### config.mk
export PLATFORM = sky130hd
export DESIGN_NAME = dsc_combiner
export DESIGN_NICKNAME = d
export VERILOG_FILES = /design/src/rtl/dsc_pkg.sv /design/src/rtl/dsc_delay_line.sv /design/src/rtl/dsc_sum_tree.sv /design/src/rtl/dsc_combiner.sv
export SDC_FILE = /design/constraint.sdc
export NUM_CORES = 2
export LEC_CHECK = 0
export BUFFER_PORTS_ARGS = -buffer_cell sky130_fd_sc_hd__clkbuf_2
export CORE_MARGIN = 8
export CORE_UTILIZATION = 45
export CTS_CLUSTER_SIZE = 14
export DETAILED_ROUTE_END_ITERATION = 10
export PLACE_DENSITY_LB_ADDON = 0.08
export SYNTH_ARGS = -nofsm -noshare
export SYNTH_HDL_FRONTEND = slang
export SYNTH_HIERARCHICAL = 1
export SYNTH_SLANG_ARGS = --single-unit
### constraint.sdc
create_clock -name clk -period 5.15 [get_ports clk]
set_input_delay 0.515 -clock clk [delete_from_list [all_inputs] [get_ports clk]]
set_output_delay 0.515 -clock clk [all_outputs]
set_load 0.01 [all_outputs]
### src/rtl/dsc_pkg.sv
// Package: shared sizing for the delay-and-sum combiner.
// Assumes a power-of-two buffer depth so pointer arithmetic wraps naturally.
package dsc_pkg;
    localparam int CH_N      = 4;
    localparam int SMP_W     = 10;
    localparam int BUF_DEPTH = 64;
endpackage

### src/rtl/dsc_delay_line.sv
// Module: one channel's programmable delay.
// Writes each accepted sample into a circular buffer and, in the same cycle,
// reads the entry dly_q samples older into a register (one-cycle latency).
// A delay of 0 forwards the incoming sample. Entries not written since reset
// read as zero. Assumes DEPTH is a power of two.
module dsc_delay_line #(
    parameter int SMP_W = 10,
    parameter int DEPTH = 64,
    localparam int PTR_W = $clog2(DEPTH),
    localparam int CNT_W = PTR_W + 1
) (
    input  logic             clk,
    input  logic             rst_n,
    input  logic             in_valid,
    input  logic [SMP_W-1:0] in_sample,
    input  logic             dly_load,
    input  logic [PTR_W-1:0] dly_value,
    output logic [SMP_W-1:0] rd_q,
    output logic             primed
);

    logic [SMP_W-1:0] mem [DEPTH];
    logic [PTR_W-1:0] wr_ptr;
    logic [PTR_W-1:0] dly_q;
    logic [CNT_W-1:0] fill_cnt;
    logic [PTR_W-1:0] rd_addr;
    logic             entry_written;

    // Read address trails the write pointer by the active delay, modulo DEPTH.
    always_comb begin
        rd_addr       = wr_ptr - dly_q;
        entry_written = ({1'b0, dly_q} <= fill_cnt);
        primed        = (fill_cnt >= CNT_W'(DEPTH - 1));
    end

    // Capture a new delay only on the load strobe.
    always_ff @(posedge clk) begin
        if (!rst_n)        dly_q <= '0;
        else if (dly_load) dly_q <= dly_value;
    end

    // Advance the write pointer and the saturating fill count per accepted sample.
    always_ff @(posedge clk) begin
        if (!rst_n) begin
            wr_ptr   <= '0;
            fill_cnt <= '0;
        end else if (in_valid) begin
            wr_ptr <= wr_ptr + 1'b1;
            if (fill_cnt != CNT_W'(DEPTH)) fill_cnt <= fill_cnt + 1'b1;
        end
    end

    // Write port of the buffer memory.
    always_ff @(posedge clk) begin
        if (in_valid) mem[wr_ptr] <= in_sample;
    end

    // Registered read port with delay-0 forwarding and zero for unwritten entries.
    always_ff @(posedge clk) begin
        if (!rst_n)              rd_q <= '0;
        else if (in_valid) begin
            if (dly_q == '0)        rd_q <= in_sample;
            else if (!entry_written) rd_q <= '0;
            else                    rd_q <= mem[rd_addr];
        end
    end

    // zero delay forwards the sample accepted in the previous cycle.
    p_bypass_r3: assert property (@(posedge clk) disable iff (!rst_n)
        (in_valid && dly_q == '0) |=> (rd_q == $past(in_sample)));

    // a delay reaching before reset yields zero.
    p_unwritten_zero_r5: assert property (@(posedge clk) disable iff (!rst_n)
        (in_valid && ({1'b0, dly_q} > fill_cnt)) |=> (rd_q == '0));

    // pointer wraps from the last entry back to entry 0.
    p_ptr_wrap_r4: assert property (@(posedge clk) disable iff (!rst_n)
        (in_valid && wr_ptr == PTR_W'(DEPTH - 1)) |=> (wr_ptr == '0));

    // no accepted sample, no pointer movement.
    p_hold_ptr_r8: assert property (@(posedge clk) disable iff (!rst_n)
        !in_valid |=> $stable(wr_ptr));

    // delay changes only under the load strobe.
    p_dly_hold_r7: assert property (@(posedge clk) disable iff (!rst_n)
        !dly_load |=> $stable(dly_q));

endmodule

### src/rtl/dsc_sum_tree.sv
// Module: sign-extends CH_N samples and adds them combinationally.
// Assumes SUM_W >= SMP_W + clog2(CH_N) so the result cannot overflow.
module dsc_sum_tree #(
    parameter int CH_N  = 4,
    parameter int SMP_W = 10,
    localparam int SUM_W = SMP_W + $clog2(CH_N)
) (
    input  logic [CH_N*SMP_W-1:0] terms,
    output logic [SUM_W-1:0]      total
);

    logic [SUM_W-1:0] partial [CH_N+1];

    assign partial[0] = '0;

    // One adder stage per channel, each adding a sign-extended term.
    for (genvar c = 0; c < CH_N; c++) begin : g_acc
        logic [SMP_W-1:0] t;
        assign t              = terms[c*SMP_W +: SMP_W];
        assign partial[c + 1] = partial[c] + {{(SUM_W-SMP_W){t[SMP_W-1]}}, t};
    end

    assign total = partial[CH_N];

endmodule

### src/rtl/dsc_combiner.sv
// Module: top of the four-channel delay-and-sum combiner.
// Instantiates one delay line per channel, sums the delayed samples and
// raises out_valid once every buffer is primed. One cycle input to output.
module dsc_combiner
    import dsc_pkg::*;
#(
    parameter int N_CH   = CH_N,
    parameter int S_W    = SMP_W,
    parameter int DEPTH  = BUF_DEPTH,
    localparam int PTR_W = $clog2(DEPTH),
    localparam int SUM_W = S_W + $clog2(N_CH)
) (
    input  logic               clk,
    input  logic               rst_n,
    input  logic               in_valid,
    input  logic [N_CH*S_W-1:0] in_samples,
    input  logic               dly_load,
    input  logic [N_CH*PTR_W-1:0] dly_value,
    output logic [SUM_W-1:0]   out_sum,
    output logic               out_valid
);

    logic [N_CH*S_W-1:0] delayed;
    logic [N_CH-1:0]     ch_primed;

    for (genvar c = 0; c < N_CH; c++) begin : g_ch
        dsc_delay_line #(.SMP_W(S_W), .DEPTH(DEPTH)) u_line (
            .clk       (clk),
            .rst_n     (rst_n),
            .in_valid  (in_valid),
            .in_sample (in_samples[c*S_W +: S_W]),
            .dly_load  (dly_load),
            .dly_value (dly_value[c*PTR_W +: PTR_W]),
            .rd_q      (delayed[c*S_W +: S_W]),
            .primed    (ch_primed[c])
        );
    end

    dsc_sum_tree #(.CH_N(N_CH), .SMP_W(S_W)) u_sum (
        .terms (delayed),
        .total (out_sum)
    );

    // Valid follows an accepted sample by one cycle once all buffers are primed.
    always_ff @(posedge clk) begin
        if (!rst_n) out_valid <= 1'b0;
        else        out_valid <= in_valid && (&ch_primed);
    end

    // a valid output always follows an accepted sample.
    p_valid_follows_r6: assert property (@(posedge clk) disable iff (!rst_n)
        out_valid |-> $past(in_valid));

    // an idle input cycle gives no valid output next cycle.
    p_idle_invalid_r8: assert property (@(posedge clk) disable iff (!rst_n)
        !in_valid |=> !out_valid);

endmodule

---- Word-level counts from Yosys, hierarchy flattened ----
Memory sizes are Yosys's and may differ from the RTL's.
Index checks and enable logic that the tools add are counted.
storage, ports and cells
  bits in registers ....................... 117
  RAM bits ................................ 2560
  input port bits ......................... 68
  output and inout bits ................... 13
  memories kept ........................... 4
cells by class
  $add $sub $neg .......................... 15
  $lt $le $gt $ge ......................... 8
  equality and inequality tests ........... 4
  multiplexer cells ....................... 10
  reductions and logical operators ........ 10
memory list
  memory              words  width  read ports  clocked after memory_dff  wr ports  RTL line              text
  g_ch[0].u_line.mem  64     10     1           0                         1         dsc_delay_line.sv:22  logic [SMP_W-1:0] mem [DEPTH];
  g_ch[1].u_line.mem  64     10     1           0                         1         dsc_delay_line.sv:22
  g_ch[2].u_line.mem  64     10     1           0                         1         dsc_delay_line.sv:22
  g_ch[3].u_line.mem  64     10     1           0                         1         dsc_delay_line.sv:22
operators with widths
  kind                 number
  $mux 10              8
  $add 7x1->7 const B  4
  $ge 7x6->1 const B   4
  $le 6x7->1           4
  $ne 7x7->1 const B   4
  $add 12x12->12       2
  $add 6x1->6 const B  4
  $logic_not 6->1      4
  $sub 6x6->6          4
  $add 10x10->11       1
  $reduce_and 2->1     4
  $reduce_and 4->1     1
  $mux 1               2
  $logic_and 1x1->1    1

---- Longest topological paths before layout ----
An unclocked memory read counts as a cell.
  depth in word-level cells ............... 4
  mapped depth ............................ 14

---- Modules after synthesis ----
The synthesis kept the hierarchy.
by module, submodules not included
  module                                instances  cells each  area each (µm²)
  dsc_delay_line at g_ch[0].u_line ...  3          1309        26539.2
  dsc_delay_line at g_ch[3].u_line      1          1398        27043.4
  dsc_sum_tree                          1          123         1079.8
  dsc_combiner                          1          4           33.8

---- Least setup slack after synthesis ----
OpenSTA, ideal clock, no wires.
  path type ............................... reg2out
  start point ............................. register g_ch[0].u_line.rd_q[0]
  end point ............................... output port out_sum[11]
  arrival ................................. 3.301 ns
  data required time ...................... 4.635 ns
  slack ................................... 1.334 ns
  cell stages (with the launch flop) ...... 14
  buffers on the path ..................... 0
  cell sequence ........................... dfxtp_1 -> ha_1 -> fa_1 -> a21o_2 -> a21o_1 -> a21oi_1 -> o21ai_1 -> a221oi_1 -> fa_1 -> ha_1 -> or2_2 -> o31ai_1 -> a21oi_1 -> xnor2_1
on the way
  longest elaborated chain between the ends .. 3
ends and longest elaborated chain
  item                          RTL line              text
  start, declared               dsc_delay_line.sv:18  output logic [SMP_W-1:0] rd_q,
  start signal, assigned        dsc_delay_line.sv:62  if (dly_q == '0) rd_q <= in_sample;
  start signal, assigned        dsc_delay_line.sv:64  else rd_q <= mem[rd_addr];
  $add 10x10->11                dsc_sum_tree.sv:20    assign partial[c + 1] = partial[c] + {{(SUM_W-SMP_W){t[SMP_W-1]}}, t};
  $add 12x12->12 (2 in series)  dsc_sum_tree.sv:20
  end, declared                 dsc_combiner.sv:19    output logic [SUM_W-1:0] out_sum,
No other way between the ends.

---- Final worst setup path ----
  start point ............................. register g_ch[1].u_line.rd_q[0]
  end point ............................... output port out_sum[10]
on the way
  longest elaborated chain between the ends .. 3
ends and longest elaborated chain
  item                          RTL line
  start, declared               dsc_delay_line.sv:18
  start signal, assigned        dsc_delay_line.sv:62
  start signal, assigned        dsc_delay_line.sv:64
  $add 10x10->11                dsc_sum_tree.sv:20
  $add 12x12->12 (2 in series)  dsc_sum_tree.sv:20
No other way between the ends.

==> run metrics <==
leakage 40.26 nW; Synth warnings 6; placed cell areas 112800 um2; Cells on Worst Hold Path 2; Fin Hold WS 134.9 ps; Worst R2R Start g_ch[0].u_line/wr_ptr[0]$_SDFFE_PN0P_; ys flop type edfxtp_1; minimum clock period 4982 ps; Max clock buf depth 4; # nets final 5954; Max Fclk 0.2007 GHz; RSZ-0062 raised after global routing true; Max Cap Violations 0; Switch Pwr 0.01284 W; Max FO, Critical Path 5; gr ovfl total 0; Clock Latency Late Sink 930 ps; DR WL/cell 29.78 um; Core ar. 238100 um2; Worst setup EP type output pin; Final ANT Viol Nets 0; power density over cell area 423.3 nW/um2; R2R depth 9; Rows 179; CTS Sinks 2677; CTS buffer count 301; GRT Total Usage 21.02%; reg2reg end g_ch[0].u_line/rd_q[0]$_SDFFE_PN0P_; Hold Path Class in2reg; via count of the first global-routing pass 54143; Comb pwr share 14.2%; RD Place Congestion 0.8240; Synth cell types 75; Post-Syn Area 107800 um2; P_int 0.03907 W; drt drc 0; Post-synth ARST share 0%; Iteration-0 DRC Markers 4997; startpoint type of the worst setup path register; FF+latch count, synth 2677; Final Instance Area 122600 um2; DP HPWL 169200 um; WS Path Type reg2out; Die Y-Extent 505.4 um; # setup viols final 0; worst slew pin tran 1301 ps; vias per inst 5.889; die width 505.4 um; initial antenna violation count 10; CTS Root Cell clkbuf_16; Post-Layout Cell Count 9176; Hold EP g_ch[2].u_line/wr_ptr[5]$_SDFFE_PN0P_; Seq/Total Area, Yosys 73.50%; worst hold path startpoint rst_n; num ports 81; most frequent cells in the layout 2560 x edfxtp_1, 663 x mux4_2, 375 x nand2_1, 306 x clkbuf_16, 262 x nor2_1; Sw Share 24.73%; status complete, no violations; WP data required 4640 ps; number of synthesized flops with an enable pin 2560; CTS tree built; initial core utilization 45.27%; Post-Syn Area per Cell 19.77 um2; via count 54034; Tcrit/Tclk final 96.73%; syn_nets 5613; share of layout cells above drive strength 1 24.56%; Pre-antenna DRT Iters 6; final hold violation count 0; Final Skew 45.76 ps; Sequential Power Share 46.5%; H-tree levels 5; largest net degree at the start of global routing 72; P&R area growth vs syn 13.78%; Max VDD drop 0.2724 mV; relative max-transition margin 12.93%; die area 255400 um2; clock power share 39.3%; most common cell after layout, fill and taps aside edfxtp_1; drt total wl 273200 um; r2r setup slk 910 ps; Worst-path clk slew 60 ps; Worst EP arrival 4470 ps; Layout fillers 18943; PortBufs 80; Placed Cells incl. Taps 8627; Post-Syn Instances 5452; first-pass GRT wire length 394900 um; Slew Limit Fails 0
[layer usage]
layer / vias to the layer above / wire (um) / track usage (%)
li1: 22923 / - / -
met1: 29021 / 120500 / 30.67
met2: 1717 / 129900 / 33.34
met3: 373 / 17360 / 3.854
met4: 0 / 5478 / 4.679
met5: - / 0 / 0
[critical path, stage by stage, from the launching register on]
cell,delay [ps]
dfxtp_4,370
ha_4,170
fa_2,360
a21o_2,200
a21o_1,180
buf_4,140
xor2_1,160
fa_1,440
ha_2,410
nand3_1,110
o2111ai_2,240
a31oi_1,180
xnor2_2,370
buf_2,210
[area by class of cell]
class	instances	area (um2)	area share, %
Sequential cell	2677	79240	64.62
Multi-Input combinational cell	2397	27090	22.09
Clock buffer	389	8089	6.596
Tap cell	3167	3963	3.231
Timing Repair Buffer	334	2741	2.236
Clock inverter	127	1181	0.9632
Inverter	82	307.8	0.2510
Antenna cell	3	7.507	0.006122
[synthesized netlist by cell type (76+ instances only)]
cell	n	area (um2)
dfxtp_1	117	2342
nand2_1	375	1408
nand4_1	89	556.8
nor3_1	88	440.4
ha_1	76	950.9
edfxtp_1	2560	76870
buf_2	97	485.5
mux4_2	663	14930
inv_1	82	307.8
clkbuf_1	120	450.4
mux2i_1	178	1782
nor2_1	264	991.0
[kinds of logic after synthesis]
logic type,synth area share [%]
DFF,73.50
buffers and inverters,1.803
AOI/OAI and AO/OA,1.904
xor gates and xnor gates,0.5584
adders and majority gates,1.198
muxes,16.34
and+or+nand+nor,4.698
[through the flow]
stage               setup WS [ps]  util (%)  power, W  TNS (ps)
floorplan                    1334         -   0.02876         0
global placement            666.8     47.39   0.03184         0
detailed placement          669.9     47.39   0.03186         0
CTS                         14.01     51.43   0.05240         0
global route               -39.07     51.51   0.05363    -66.11
finish                      168.5     51.51   0.05191         0
[power by group through the flow]
stage	Combinational (W)	Sequential, W	Clock (W)
floorplan	0.00428	0.0245	0
global placement	0.00724	0.0246	0
detailed placement	0.00725	0.0246	0
CTS	0.00738	0.0242	0.0209
global route	0.00779	0.0242	0.0217
finish	0.00736	0.0242	0.0204
[worst max path at each step]
| stage | slack [ps] | cells past startpoint | from | to |
|---|---|---|---|---|
| after floorplan | 1330 | 13 | g_ch[0].u_line/rd_q[0]$_SDFFE_PN0P_ | out_sum[11] |
| after global placement | 670 | 11 | g_ch[0].u_line/rd_q[4]$_SDFFE_PN0P_ | out_sum[10] |
| after detailed placement | 670 | 13 | g_ch[0].u_line/rd_q[4]$_SDFFE_PN0P_ | out_sum[10] |
| after CTS | 10 | 16 | g_ch[1].u_line/rd_q[1]$_SDFFE_PN0P_ | out_sum[11] |
| after global routing | -40 | 13 | g_ch[1].u_line/rd_q[0]$_SDFFE_PN0P_ | out_sum[10] |
| final | 170 | 13 | g_ch[1].u_line/rd_q[0]$_SDFFE_PN0P_ | out_sum[10] |
[sequential cells by signal, indices dropped and copies added, names as in the netlist]
name / flops
g_ch.u_line/dly_q: 24
g_ch.u_line/fill_cnt: 28
g_ch.u_line/mem: 2560
g_ch.u_line/rd_q: 40
g_ch.u_line/wr_ptr: 24
out_valid: 1
[repair_timing]
| item | 4_1_cts | 5_1_grt |
|---|---|---|
| setup buffers | 1 | 4 |
| hold buffers | 24 | 0 |
| pin swaps | 5 | 17 |
| gates resized for setup | 22 | 33 |
| endpoints found under the hold margin | 24 | 0 |
| endpoints found under the setup margin | 5 | 4 |
Note: power is estimated with default switching activity, not from simulation.
